File: config.mk
export PLATFORM = sky130hd
export DESIGN_NAME = bank_arbiter
export DESIGN_NICKNAME = d
export VERILOG_FILES = /design/src/rtl/bank_arb_pkg.sv /design/src/rtl/rr_arb.sv /design/src/rtl/prio_stage.sv /design/src/rtl/bank_arbiter.sv
export SDC_FILE = /design/constraint.sdc
export NUM_CORES = 1
export LEC_CHECK = 0
export ABC_CLOCK_PERIOD_IN_PS = 8400
export CORE_UTILIZATION = 35
export CTS_BUF_LIST = sky130_fd_sc_hd__clkbuf_4 sky130_fd_sc_hd__clkbuf_8 sky130_fd_sc_hd__clkbuf_16
export CTS_CLUSTER_SIZE = 25
export DETAILED_ROUTE_END_ITERATION = 10
export GPL_TIMING_DRIVEN = 0
export MAX_ROUTING_LAYER = met4
export REMOVE_ABC_BUFFERS = 1
export SYNTH_ARGS = -nofsm -noshare
export SYNTH_HDL_FRONTEND = slang
export SYNTH_HIERARCHICAL = 1
export SYNTH_SLANG_ARGS = --single-unit
File: constraint.sdc
create_clock -name clk -period 8.4 [get_ports clk]
set_clock_uncertainty 0.2 [all_clocks]
set_input_delay 1.26 -clock clk [delete_from_list [all_inputs] [get_ports clk]]
set_output_delay 1.26 -clock clk [all_outputs]
set_load 0.02 [all_outputs]
File: src/rtl/bank_arb_pkg.sv
package bank_arb_pkg;

    localparam int DEF_PAIRS  = 8;
    localparam int DEF_PORTS  = 4;
    localparam int EXTRA_S2   = 3;   // transmit, debug, manager

    // Outcome of the final fixed-priority stage
    typedef enum logic [1:0] {
        WIN_NONE = 2'd0,
        WIN_S2   = 2'd1,
        WIN_RX   = 2'd2
    } win_e;

    function automatic int idx_width(input int n);
        return (n > 1) ? $clog2(n) : 1;
    endfunction

endpackage

File: src/rtl/rr_arb.sv
module rr_arb #(
    parameter int N = 4,
    localparam int IW = bank_arb_pkg::idx_width(N)
) (
    input  logic          clk,
    input  logic          rst,
    input  logic [N-1:0]  req,
    input  logic          adv,
    output logic [N-1:0]  gnt,
    output logic [IW-1:0] idx,
    output logic          any
);

    logic [IW-1:0] ptr;

    // Search upward from the pointer with wrap-around
    always_comb begin
        gnt = '0;
        idx = '0;
        any = 1'b0;
        for (int k = 0; k < N; k++) begin
            int j;
            j = int'(ptr) + k;
            if (j >= N) j = j - N;
            if (!any && req[j]) begin
                any    = 1'b1;
                idx    = IW'(j);
                gnt[j] = 1'b1;
            end
        end
    end

    always_ff @(posedge clk) begin
        if (rst) begin
            ptr <= '0;
        end else if (adv && any) begin
            ptr <= (int'(idx) == N - 1) ? '0 : idx + 1'b1;
        end
    end

endmodule

File: src/rtl/prio_stage.sv
module prio_stage
    import bank_arb_pkg::*;
(
    input  logic rx_req,
    input  logic cand,
    output win_e win
);

    always_comb begin
        if (rx_req)    win = WIN_RX;
        else if (cand) win = WIN_S2;
        else           win = WIN_NONE;
    end

endmodule

File: src/rtl/bank_arbiter.sv
module bank_arbiter
    import bank_arb_pkg::*;
#(
    parameter int NPAIR = DEF_PAIRS,
    parameter int PORTS = DEF_PORTS,
    localparam int NPE  = NPAIR * PORTS,
    localparam int NS2  = NPAIR + EXTRA_S2,
    localparam int S2W  = idx_width(NS2),
    localparam int MW   = idx_width(NS2 + 1),
    localparam int PW   = idx_width(PORTS)
) (
    input  logic           clk,
    input  logic           rst,
    input  logic [NPE-1:0] pe_req,
    input  logic           tx_req,
    input  logic           dbg_req,
    input  logic           mgr_req,
    input  logic           rx_req,
    output logic [NPE-1:0] pe_gnt,
    output logic           tx_gnt,
    output logic           dbg_gnt,
    output logic           mgr_gnt,
    output logic           rx_gnt,
    output logic           gnt_valid,
    output logic [MW-1:0]  gnt_master,
    output logic [PW-1:0]  gnt_port
);

    logic [NPAIR-1:0] pair_any;
    logic [NPAIR-1:0] s1_adv;
    logic [NPE-1:0]   s1_gnt;
    logic [PW-1:0]    s1_idx [NPAIR];

    logic [NS2-1:0]   s2_req;
    logic [NS2-1:0]   s2_gnt;
    logic [S2W-1:0]   s2_idx;
    logic             s2_any;
    win_e             win;

    // Stage one: one round-robin per processor pair
    for (genvar p = 0; p < NPAIR; p++) begin : g_pair
        rr_arb #(.N(PORTS)) u_s1 (
            .clk (clk),
            .rst (rst),
            .req (pe_req[p*PORTS +: PORTS]),
            .adv (s1_adv[p]),
            .gnt (s1_gnt[p*PORTS +: PORTS]),
            .idx (s1_idx[p]),
            .any (pair_any[p])
        );
        assign s1_adv[p] = s2_gnt[p] && (win == WIN_S2);
    end

    // Stage two: pair winners plus transmit, debug, manager
    assign s2_req = {mgr_req, dbg_req, tx_req, pair_any};

    rr_arb #(.N(NS2)) u_s2 (
        .clk (clk),
        .rst (rst),
        .req (s2_req),
        .adv (win == WIN_S2),
        .gnt (s2_gnt),
        .idx (s2_idx),
        .any (s2_any)
    );

    // Stage three: receive over everything else
    prio_stage u_s3 (
        .rx_req (rx_req),
        .cand   (s2_any),
        .win    (win)
    );

    logic [NPE-1:0] pe_gnt_d;
    logic           tx_d, dbg_d, mgr_d, rx_d, valid_d;
    logic [MW-1:0]  master_d;
    logic [PW-1:0]  port_d;

    always_comb begin
        pe_gnt_d = '0;
        tx_d     = 1'b0;
        dbg_d    = 1'b0;
        mgr_d    = 1'b0;
        rx_d     = 1'b0;
        valid_d  = 1'b0;
        master_d = '0;
        port_d   = '0;
        case (win)
            WIN_RX: begin
                rx_d     = 1'b1;
                valid_d  = 1'b1;
                master_d = MW'(NS2);
            end
            WIN_S2: begin
                valid_d  = 1'b1;
                master_d = MW'(s2_idx);
                tx_d     = s2_gnt[NPAIR];
                dbg_d    = s2_gnt[NPAIR+1];
                mgr_d    = s2_gnt[NPAIR+2];
                for (int p = 0; p < NPAIR; p++) begin
                    if (s2_gnt[p]) begin
                        pe_gnt_d[p*PORTS +: PORTS] = s1_gnt[p*PORTS +: PORTS];
                        port_d = s1_idx[p];
                    end
                end
            end
            default: ;
        endcase
    end

    always_ff @(posedge clk) begin
        if (rst) begin
            pe_gnt     <= '0;
            tx_gnt     <= 1'b0;
            dbg_gnt    <= 1'b0;
            mgr_gnt    <= 1'b0;
            rx_gnt     <= 1'b0;
            gnt_valid  <= 1'b0;
            gnt_master <= '0;
            gnt_port   <= '0;
        end else begin
            pe_gnt     <= pe_gnt_d;
            tx_gnt     <= tx_d;
            dbg_gnt    <= dbg_d;
            mgr_gnt    <= mgr_d;
            rx_gnt     <= rx_d;
            gnt_valid  <= valid_d;
            gnt_master <= master_d;
            gnt_port   <= port_d;
        end
    end

endmodule

==> results of run 1 <==
==> per-layer routing <==
| metal | wire length [um] | vias up | part of all wire, % |
|---|---|---|---|
| met3 | 4590 | 121 | 8.8 |
| met2 | 22700 | 831 | 44 |
| li1 | - | 6741 | - |
| met1 | 22600 | 7257 | 43 |
| met5 | 0 | - | 0 |
| met4 | 2240 | 0 | 4.3 |
==> how the worst max path moves through the flow <==
| stage | start | end |
|---|---|---|
| final | u_s2/ptr[1] | g_pair[2].u_s1/ptr[1] |
| after global routing | u_s2/ptr[1] | g_pair[3].u_s1/ptr[1] |
| after CTS | u_s2/ptr[1] | g_pair[2].u_s1/ptr[1] |
| after detailed placement | u_s2/ptr[1] | g_pair[2].u_s1/ptr[1] |
| after global placement | u_s2/ptr[0] | g_pair[2].u_s1/ptr[1] |
| after floorplan | u_s2/ptr[0] | g_pair[3].u_s1/ptr[1] |
==> stage by stage <==
| step | setup WS, ps | hold slack [ps] | TNS (ps) |
|---|---|---|---|
| after floorplan | -1070 | 368 | -32710 |
| after global placement | -6500 | 421 | -374600 |
| after detailed placement | -265 | 457 | -1660 |
| after CTS | 282 | 472 | 0 |
| after global routing | -0.401 | 485 | -0.401 |
| final | 196 | 455 | 0 |
==> timing repair <==
action	CTS	global route
buffers inserted	0	1
gates resized for setup	1	1
pin swaps	0	1
endpoints found under the setup margin	15	13
hold endpoints to repair	0	0
==> power by group through the flow <==
stage          clock (mW)  sequential [mW]  combinational, mW
2_1_floorplan           0            0.344              0.674
3_3_place_gp            0            0.354              0.963
3_5_place_dp            0            0.337              0.990
4_1_cts             0.395            0.330              0.995
5_1_grt             0.412            0.333               1.10
6_report            0.390            0.330               1.04
==> final cells by class <==
type / instances / area [sq um]
Fill cell: 3913 / 23000
Multi-Input combinational cell: 1510 / 11100
Sequential cell: 63 / 1270
Timing Repair Buffer: 86 / 923
Tap cell: 511 / 639
Clock buffer: 11 / 253
Inverter: 49 / 185
Clock inverter: 5 / 55.1
Antenna cell: 1 / 2.50
==> cell usage in the layout, fill, tap and decap left out, types with 14 or more instances in the layout <==
cell | synthesis | final
sky130_fd_sc_hd__and3_1 | 41 | 41
sky130_fd_sc_hd__nor2b_1 | 24 | 24
sky130_fd_sc_hd__o21a_1 | 16 | 16
sky130_fd_sc_hd__o211ai_1 | 36 | 36
sky130_fd_sc_hd__xnor2_1 | 36 | 36
sky130_fd_sc_hd__a211oi_1 | 28 | 28
sky130_fd_sc_hd__a31oi_1 | 15 | 15
sky130_fd_sc_hd__nand2_1 | 165 | 165
sky130_fd_sc_hd__a21oi_1 | 101 | 100
sky130_fd_sc_hd__and2_1 | 24 | 24
sky130_fd_sc_hd__mux2_2 | 14 | 14
sky130_fd_sc_hd__clkdlybuf4s50_1 | 0 | 80
sky130_fd_sc_hd__mux2i_1 | 44 | 44
sky130_fd_sc_hd__nand4_1 | 14 | 14
sky130_fd_sc_hd__nand2b_1 | 22 | 22
sky130_fd_sc_hd__a221oi_1 | 16 | 16
sky130_fd_sc_hd__dfxtp_1 | 63 | 59
sky130_fd_sc_hd__inv_1 | 44 | 43
sky130_fd_sc_hd__nor3_1 | 48 | 48
sky130_fd_sc_hd__nand3_1 | 72 | 72
sky130_fd_sc_hd__o22ai_1 | 21 | 21
sky130_fd_sc_hd__nor2_1 | 151 | 151
sky130_fd_sc_hd__a22oi_1 | 58 | 58
sky130_fd_sc_hd__ha_1 | 83 | 80
sky130_fd_sc_hd__a221o_1 | 39 | 39
sky130_fd_sc_hd__or2_2 | 20 | 20
sky130_fd_sc_hd__o21ai_0 | 87 | 87
sky130_fd_sc_hd__mux4_2 | 34 | 34
==> critical path, cell delays in order, from the launching register on <==
cell	delay (ps)
sky130_fd_sc_hd__dfxtp_2	930
sky130_fd_sc_hd__inv_1	650
sky130_fd_sc_hd__ha_4	830
sky130_fd_sc_hd__clkinv_2	640
sky130_fd_sc_hd__o31ai_1	720
sky130_fd_sc_hd__nor2_1	180
sky130_fd_sc_hd__mux2_2	310
sky130_fd_sc_hd__o32ai_1	660
sky130_fd_sc_hd__nor2_1	190
sky130_fd_sc_hd__or3_1	490
sky130_fd_sc_hd__a311oi_1	670
sky130_fd_sc_hd__a221oi_1	290
sky130_fd_sc_hd__nand3_1	180
sky130_fd_sc_hd__a221o_1	380
sky130_fd_sc_hd__and2_1	250
sky130_fd_sc_hd__a21oi_1	70
sky130_fd_sc_hd__or2_2	300
sky130_fd_sc_hd__a41oi_2	140
==> cells by family after synthesis <==
group | after synthesis | share of synthesized area [%]
compound gates | 624 | 35.7
buf+inv | 178 | 6.95
xor+xnor | 45 | 3.29
fa+ha+maj | 84 | 7.97
flops | 63 | 9.49
simple gates | 665 | 26.3
mux | 92 | 10.3
==> PnR_summary.wiki, run 1 <==
{| class="wikitable"
! Metric !! Value
|-
| Run status || finished clean
|-
| Total instance count after detailed placement || 2218
|-
| Mean instance size in the synthesized netlist || 7.59 sq um
|-
| Proportion of power drawn by flip-flops and latches || 18.8%
|-
| Total standard cell area after synthesis || 13300 sq um
|-
| Critical path capture point type || flip-flop
|-
| WHS Path Cells || 2
|-
| Max Cap Violations || 0
|-
| Final number of setup-violating endpoints || 0
|-
| Port-buffer cells || 80
|-
| Switching fraction of total power || 48.1%
|-
| Floorplan die height || 197 um
|-
| Most instantiated library cell after synthesis || sky130_fd_sc_hd__nand2_1
|-
| Cell at the root of the clock tree || sky130_fd_sc_hd__clkbuf_16
|-
| Crit Reg-Reg Endpoint || g_pair[2].u_s1/ptr[1]
|-
| Hold Startpoint || g_pair[7].u_s1/ptr[1]
|-
| Placed inst area || 14100 sq um
|-
| Dominant synthesized flop cell || sky130_fd_sc_hd__dfxtp_1
|-
| Time the worst path needs with I/O delays and setup || 8200 ps
|-
| Power Density || 122 nW/um^2
|-
| Number of buffers on the longest clock path || 2
|-
| Antenna violations before repair || 0
|-
| Number of global-route vias before repair || 13100
|-
| Die width || 197 um
|-
| Final Cell Area || 14500 sq um
|-
| Top cell types by occurrence after synthesis || sky130_fd_sc_hd__nand2_1, sky130_fd_sc_hd__nor2_1, sky130_fd_sc_hd__a21oi_1
|-
| Wire length of the first global-routing pass || 78.7 mm
|-
| Launch instance of the worst register-to-register path || u_s2/ptr[1]
|-
| Max-slew headroom at the worst pin || 10.4%
|-
| GR Util All Layers || 26.7%
|-
| Slew @ Worst Pin || 1330 ps
|-
| Met3 Use GR || 3.30%
|-
| Number of cells in the finished layout apart from fillers || 2236
|-
| Fin nets || 1841
|-
| Initial Utilization || 35.4%
|-
| Highest-utilization routing layer at the global route stage || met2
|-
| GRT Residual Overflow || 0
|-
| Number of slew-limit violations in the final report || 0
|-
| Top cells by area, synth || sky130_fd_sc_hd__dfxtp_1, sky130_fd_sc_hd__ha_1, sky130_fd_sc_hd__mux4_2
|-
| Sequential-to-total area share from yosys stat || 9.49%
|-
| Ratio of routed vias to standard cells || 6.69
|-
| Portion of total power attributed to the clock network || 22.2%
|-
| Launching element type of the critical path || flip-flop
|-
| Detailed Route Iter0 Violations || 1795
|-
| Quantity of hold-fixing buffers added after cts || 0
|-
| Number of top-level pins || 81
|-
| Yosys warning count || 6
|-
| CTS H-tree depth || 3
|-
| Utilization after layout || 38.5%
|-
| Fmax achieved || 0.122 GHz
|-
| Met2 Resource Use GR || 39.4%
|-
| Clock sinks || 63
|-
| Clk Latency, worst-skew pair || 340 ps
|-
| Min-Delay Endpoint || g_pair[7].u_s1/ptr[1]
|-
| Maximum ir drop on the vdd rail || 0.0986 mV
|-
| Area growth from synthesis to layout || 8.76%
|-
| Fraction of synthesized cell area taken by the top area cell type || 9.49%
|-
| Flops & latches, synth || 63
|-
| Clock tree from TritonCTS || built
|-
| Cell type with the highest aggregate area in the netlist || sky130_fd_sc_hd__dfxtp_1
|-
| Average wire per standard cell || 23.3 um
|-
| Logic gate share of total power || 59.0%
|-
| Count of final hold-check violations || 0
|-
| Signal arrival time at the worst endpoint || 8270 ps
|-
| Num CTS Buffers || 9
|-
| Total via count in the routed design || 15000
|-
| Worst Setup Path Type || reg2reg
|-
| Antenna Nets Post-Route || 0
|-
| Detailed-placement wirelength estimate || 37.4 mm
|-
| CP max FO || 38
|-
| Reg-to-reg setup timing slack || 200 ps
|-
| Row count || 71
|-
| Met1 Use GR || 36.2%
|-
| Worst hold path class || reg2reg
|-
| Post-layout total power || 1.76 mW
|-
| Number of iterations in the first detailed-routing pass || 6
|-
| Floorplan Core Area || 37500 sq um
|-
| Final GP Congestion || 0.974
|-
| Clock transition at the register clock pins on the worst setup and hold paths after CTS || 60 ps
|-
| Leakage power figure || 5.00 nW
|-
| Final wirelength || 52.2 mm
|-
| Share of post-route cells with drive strength above 1 || 10.3%
|-
| Switching component of the power || 0.844 mW
|-
| Total Die Area || 38700 sq um
|-
| Cell-internal power || 0.912 mW
|-
| Required time of the worst setup path || 8470 ps
|-
| Count of unique library cells instantiated by Yosys || 111
|-
| Cell count of the worst reg-to-reg path || 17
|-
| EDFF count, synth || 0
|-
| DRC Markers || 0
|-
| Share of the clock period used by the worst path || 97.7%
|-
| Synth async-reset ratio || 0%
|-
| Number of cells produced by synthesis || 1751
|-
| Largest net degree at the start of global routing || 82
|}
No activity file was read; power rests on OpenSTA's default activity.
==> run 2: changes to the inputs <==
- CORE_ASPECT_RATIO: not set -> 1.2
- CORE_MARGIN: not set -> 5
==> PnR_summary.wiki, run 2 (synthesis results as in run 1) <==
{| class="wikitable"
! Metric !! Value
|-
| Run status || finished clean
|-
| Number of buffers on the longest clock path || 2 (unchanged)
|-
| Critical path capture point type || flip-flop
|-
| Floorplan die height || 223 um (+14%)
|-
| Final antenna diode count || 0 (-1)
|-
| Max Cap Violations || 0 (unchanged)
|-
| Most used cells in the layout excluding fill and tap cells || sky130_fd_sc_hd__nand2_1, sky130_fd_sc_hd__nor2_1, sky130_fd_sc_hd__a21oi_1
|-
| Antenna violations before repair || 0 (unchanged)
|-
| CP max FO || 26 (-32%)
|-
| Fin nets || 1841 (unchanged)
|-
| Average wire per standard cell || 23.2 um (-0.42%)
|-
| Cell at the root of the clock tree || sky130_fd_sc_hd__clkbuf_16
|-
| Detailed-placement wirelength estimate || 37.6 mm (+0.72%)
|-
| Number of slew-limit violations in the final report || 0 (unchanged)
|-
| Share of the clock period used by the worst path || 96.0% (-1.6 points)
|-
| Wire length of the first global-routing pass || 78.4 mm (-0.38%)
|-
| Worst Setup Path Type || reg2reg
|-
| Row count || 78 (+9.9%)
|-
| Detailed Route Iter0 Violations || 1623 (-9.6%)
|-
| Unrepaired setup endpoints after global routing || false
|-
| Number of top-level pins || 81 (unchanged)
|-
| Number of cells in the finished layout apart from fillers || 2204 (-1.4%)
|-
| WHS Path Cells || 2 (unchanged)
|-
| Share of post-route cells with drive strength above 1 || 10.4% (+0.058 points)
|-
| Clk Latency, worst-skew pair || 340 ps (about the same)
|-
| GRT Residual Overflow || 0 (unchanged)
|-
| Floorplan Core Area || 37700 sq um (+0.49%)
|-
| Worst hold path class || reg2reg
|-
| Fmax achieved || 0.124 GHz (+1.7%)
|-
| DRC Markers || 0 (unchanged)
|-
| Clock transition at the register clock pins on the worst setup and hold paths after CTS || 60 ps (about the same)
|-
| Slew @ Worst Pin || 1350 ps (+19.2 ps)
|-
| Total Die Area || 42000 sq um (+8.3%)
|-
| Count of final hold-check violations || 0 (unchanged)
|-
| Time the worst path needs with I/O delays and setup || 8070 ps (-137 ps)
|-
| Final wirelength || 51.2 mm (-1.8%)
|-
| Maximum ir drop on the vdd rail || 0.0883 mV (-10%)
|-
| Setup TNS Final || 0 ps (unchanged)
|-
| Leakage power figure || 5.01 nW (+0.23%)
|-
| Number of global-route vias before repair || 13300 (+1.3%)
|-
| Number of iterations in the first detailed-routing pass || 6 (unchanged)
|-
| Final number of setup-violating endpoints || 0 (unchanged)
|-
| Largest net degree at the start of global routing || 81 (-1.2%)
|-
| Final GP Congestion || 0.971 (-0.36%)
|-
| Clock sinks || 63 (unchanged)
|-
| Quantity of hold-fixing buffers added after cts || 0 (unchanged)
|-
| Filler cell count || 3884 (-0.74%)
|-
| Cell count of the worst reg-to-reg path || 20 (+3)
|-
| CTS H-tree depth || 3 (unchanged)
|-
| Port-buffer cells || 80 (unchanged)
|-
| Clock tree from TritonCTS || built
|-
| Total instance count after detailed placement || 2187 (-1.4%)
|-
| Most common cell after layout, fill and taps aside || sky130_fd_sc_hd__nand2_1
|-
| GR Util All Layers || 23.6% (-3.1 points)
|-
| Required time of the worst setup path || 8460 ps (about the same)
|-
| Initial Utilization || 35.3% (-0.17 points)
|-
| Launching element type of the critical path || flip-flop
|-
| Signal arrival time at the worst endpoint || 8130 ps (-140 ps)
|-
| Ratio of routed vias to standard cells || 6.65 (-0.56%)
|-
| Antenna Nets Post-Route || 0 (unchanged)
|-
| Max-slew headroom at the worst pin || 9.15% (-1.3 points)
|-
| Num CTS Buffers || 9 (unchanged)
|-
| Area growth from synthesis to layout || 8.79% (about the same)
|-
| Die width || 188 um (-4.6%)
|-
| Setup fix buffers added after clock tree synthesis || 0 (unchanged)
|-
| Total via count in the routed design || 14700 (-2.0%)
|-
| Post-layout total power || 1.77 mW (+0.71%)
|-
| Power Density || 122 nW/um^2 (+0.68%)
|}
## run 2: cell count changes in the layout (fill, tap and decap cells not counted), sizes merged
cell      change
inv           +2
diode         -1
clkinvlp      +2
clkbuf        -2
clkinv        -3
bufinv        +1
## run 2: path summary, 6_finish.rpt
check	start	endpoint	slack [ps]
setup / recovery	u_s2/ptr[2]	g_pair[1].u_s1/ptr[1]	330
setup reg to reg	u_s2/ptr[2]	g_pair[1].u_s1/ptr[1]	330
hold reg to reg	g_pair[7].u_s1/ptr[1]	g_pair[7].u_s1/ptr[1]	450
hold / removal	g_pair[7].u_s1/ptr[1]	g_pair[7].u_s1/ptr[1]	450
## run 2: timing repair
action | 4_1_cts | 5_1_grt
endpoints found under the hold margin | 0 | 0
endpoints found under the setup margin | 9 | 18
resized for setup | 1 | 4
## run 2: power breakdown
group / total [mW] / switching (mW) / internal, mW / leakage (nW)
clock network: 0.413 / 0.150 / 0.263 / 0.157
registers: 0.335 / 0.0280 / 0.307 / 0.511
logic: 1.02 / 0.661 / 0.361 / 4.35
## run 2: worst max-delay path, cell delays in order, from the launching register on
cell                         delay, ps
sky130_fd_sc_hd__dfxtp_2           750
sky130_fd_sc_hd__buf_16            250
sky130_fd_sc_hd__clkinvlp_4        530
sky130_fd_sc_hd__ha_1              660
sky130_fd_sc_hd__a21oi_1           210
sky130_fd_sc_hd__ha_1              270
sky130_fd_sc_hd__and2_1            460
sky130_fd_sc_hd__o22ai_2           270
sky130_fd_sc_hd__a211o_1           370
sky130_fd_sc_hd__a221o_1           510
sky130_fd_sc_hd__or3_1             470
sky130_fd_sc_hd__or3_1             550
sky130_fd_sc_hd__nor4_1            880
sky130_fd_sc_hd__a22oi_1           210
sky130_fd_sc_hd__nand4_1           160
sky130_fd_sc_hd__a31oi_1            70
sky130_fd_sc_hd__nand3_1           310
sky130_fd_sc_hd__and2_1            250
sky130_fd_sc_hd__a21oi_1            80
sky130_fd_sc_hd__or2_2             290
sky130_fd_sc_hd__a41oi_2           160
## run 2: per-layer routing
metal,GRT usage (%),up-vias,part of all wire [%]
met4,12.8,0,6.6
met5,-,-,0
met3,2.77,175,7.3
met1,29.4,7008,40
li1,-,6747,-
met2,37.5,724,46
## run 2: cell type report
| cell class | instances | area (sq um) | area share (%) |
|---|---|---|---|
| tap | 480 | 601 | 4.15 |
| sequential | 63 | 1270 | 8.78 |
| clock inverter | 7 | 103 | 0.710 |
| timing repair buffer | 86 | 946 | 6.54 |
| clock buffer | 9 | 225 | 1.56 |
| inverter | 49 | 189 | 1.31 |
| multi-input combinational | 1510 | 11100 | 77.0 |
## run 2: through the flow
step	setup slack (ps)	utilization (%)	cell area [sq um]	hold WS (ps)
global route	85.3	38.4	14500	497
detailed placement	-167	37.4	14100	439
finish	333	38.4	14500	449
global placement	-5950	37.0	13900	445
floorplan	-1070	-	12500	368
CTS	170	38.3	14400	446
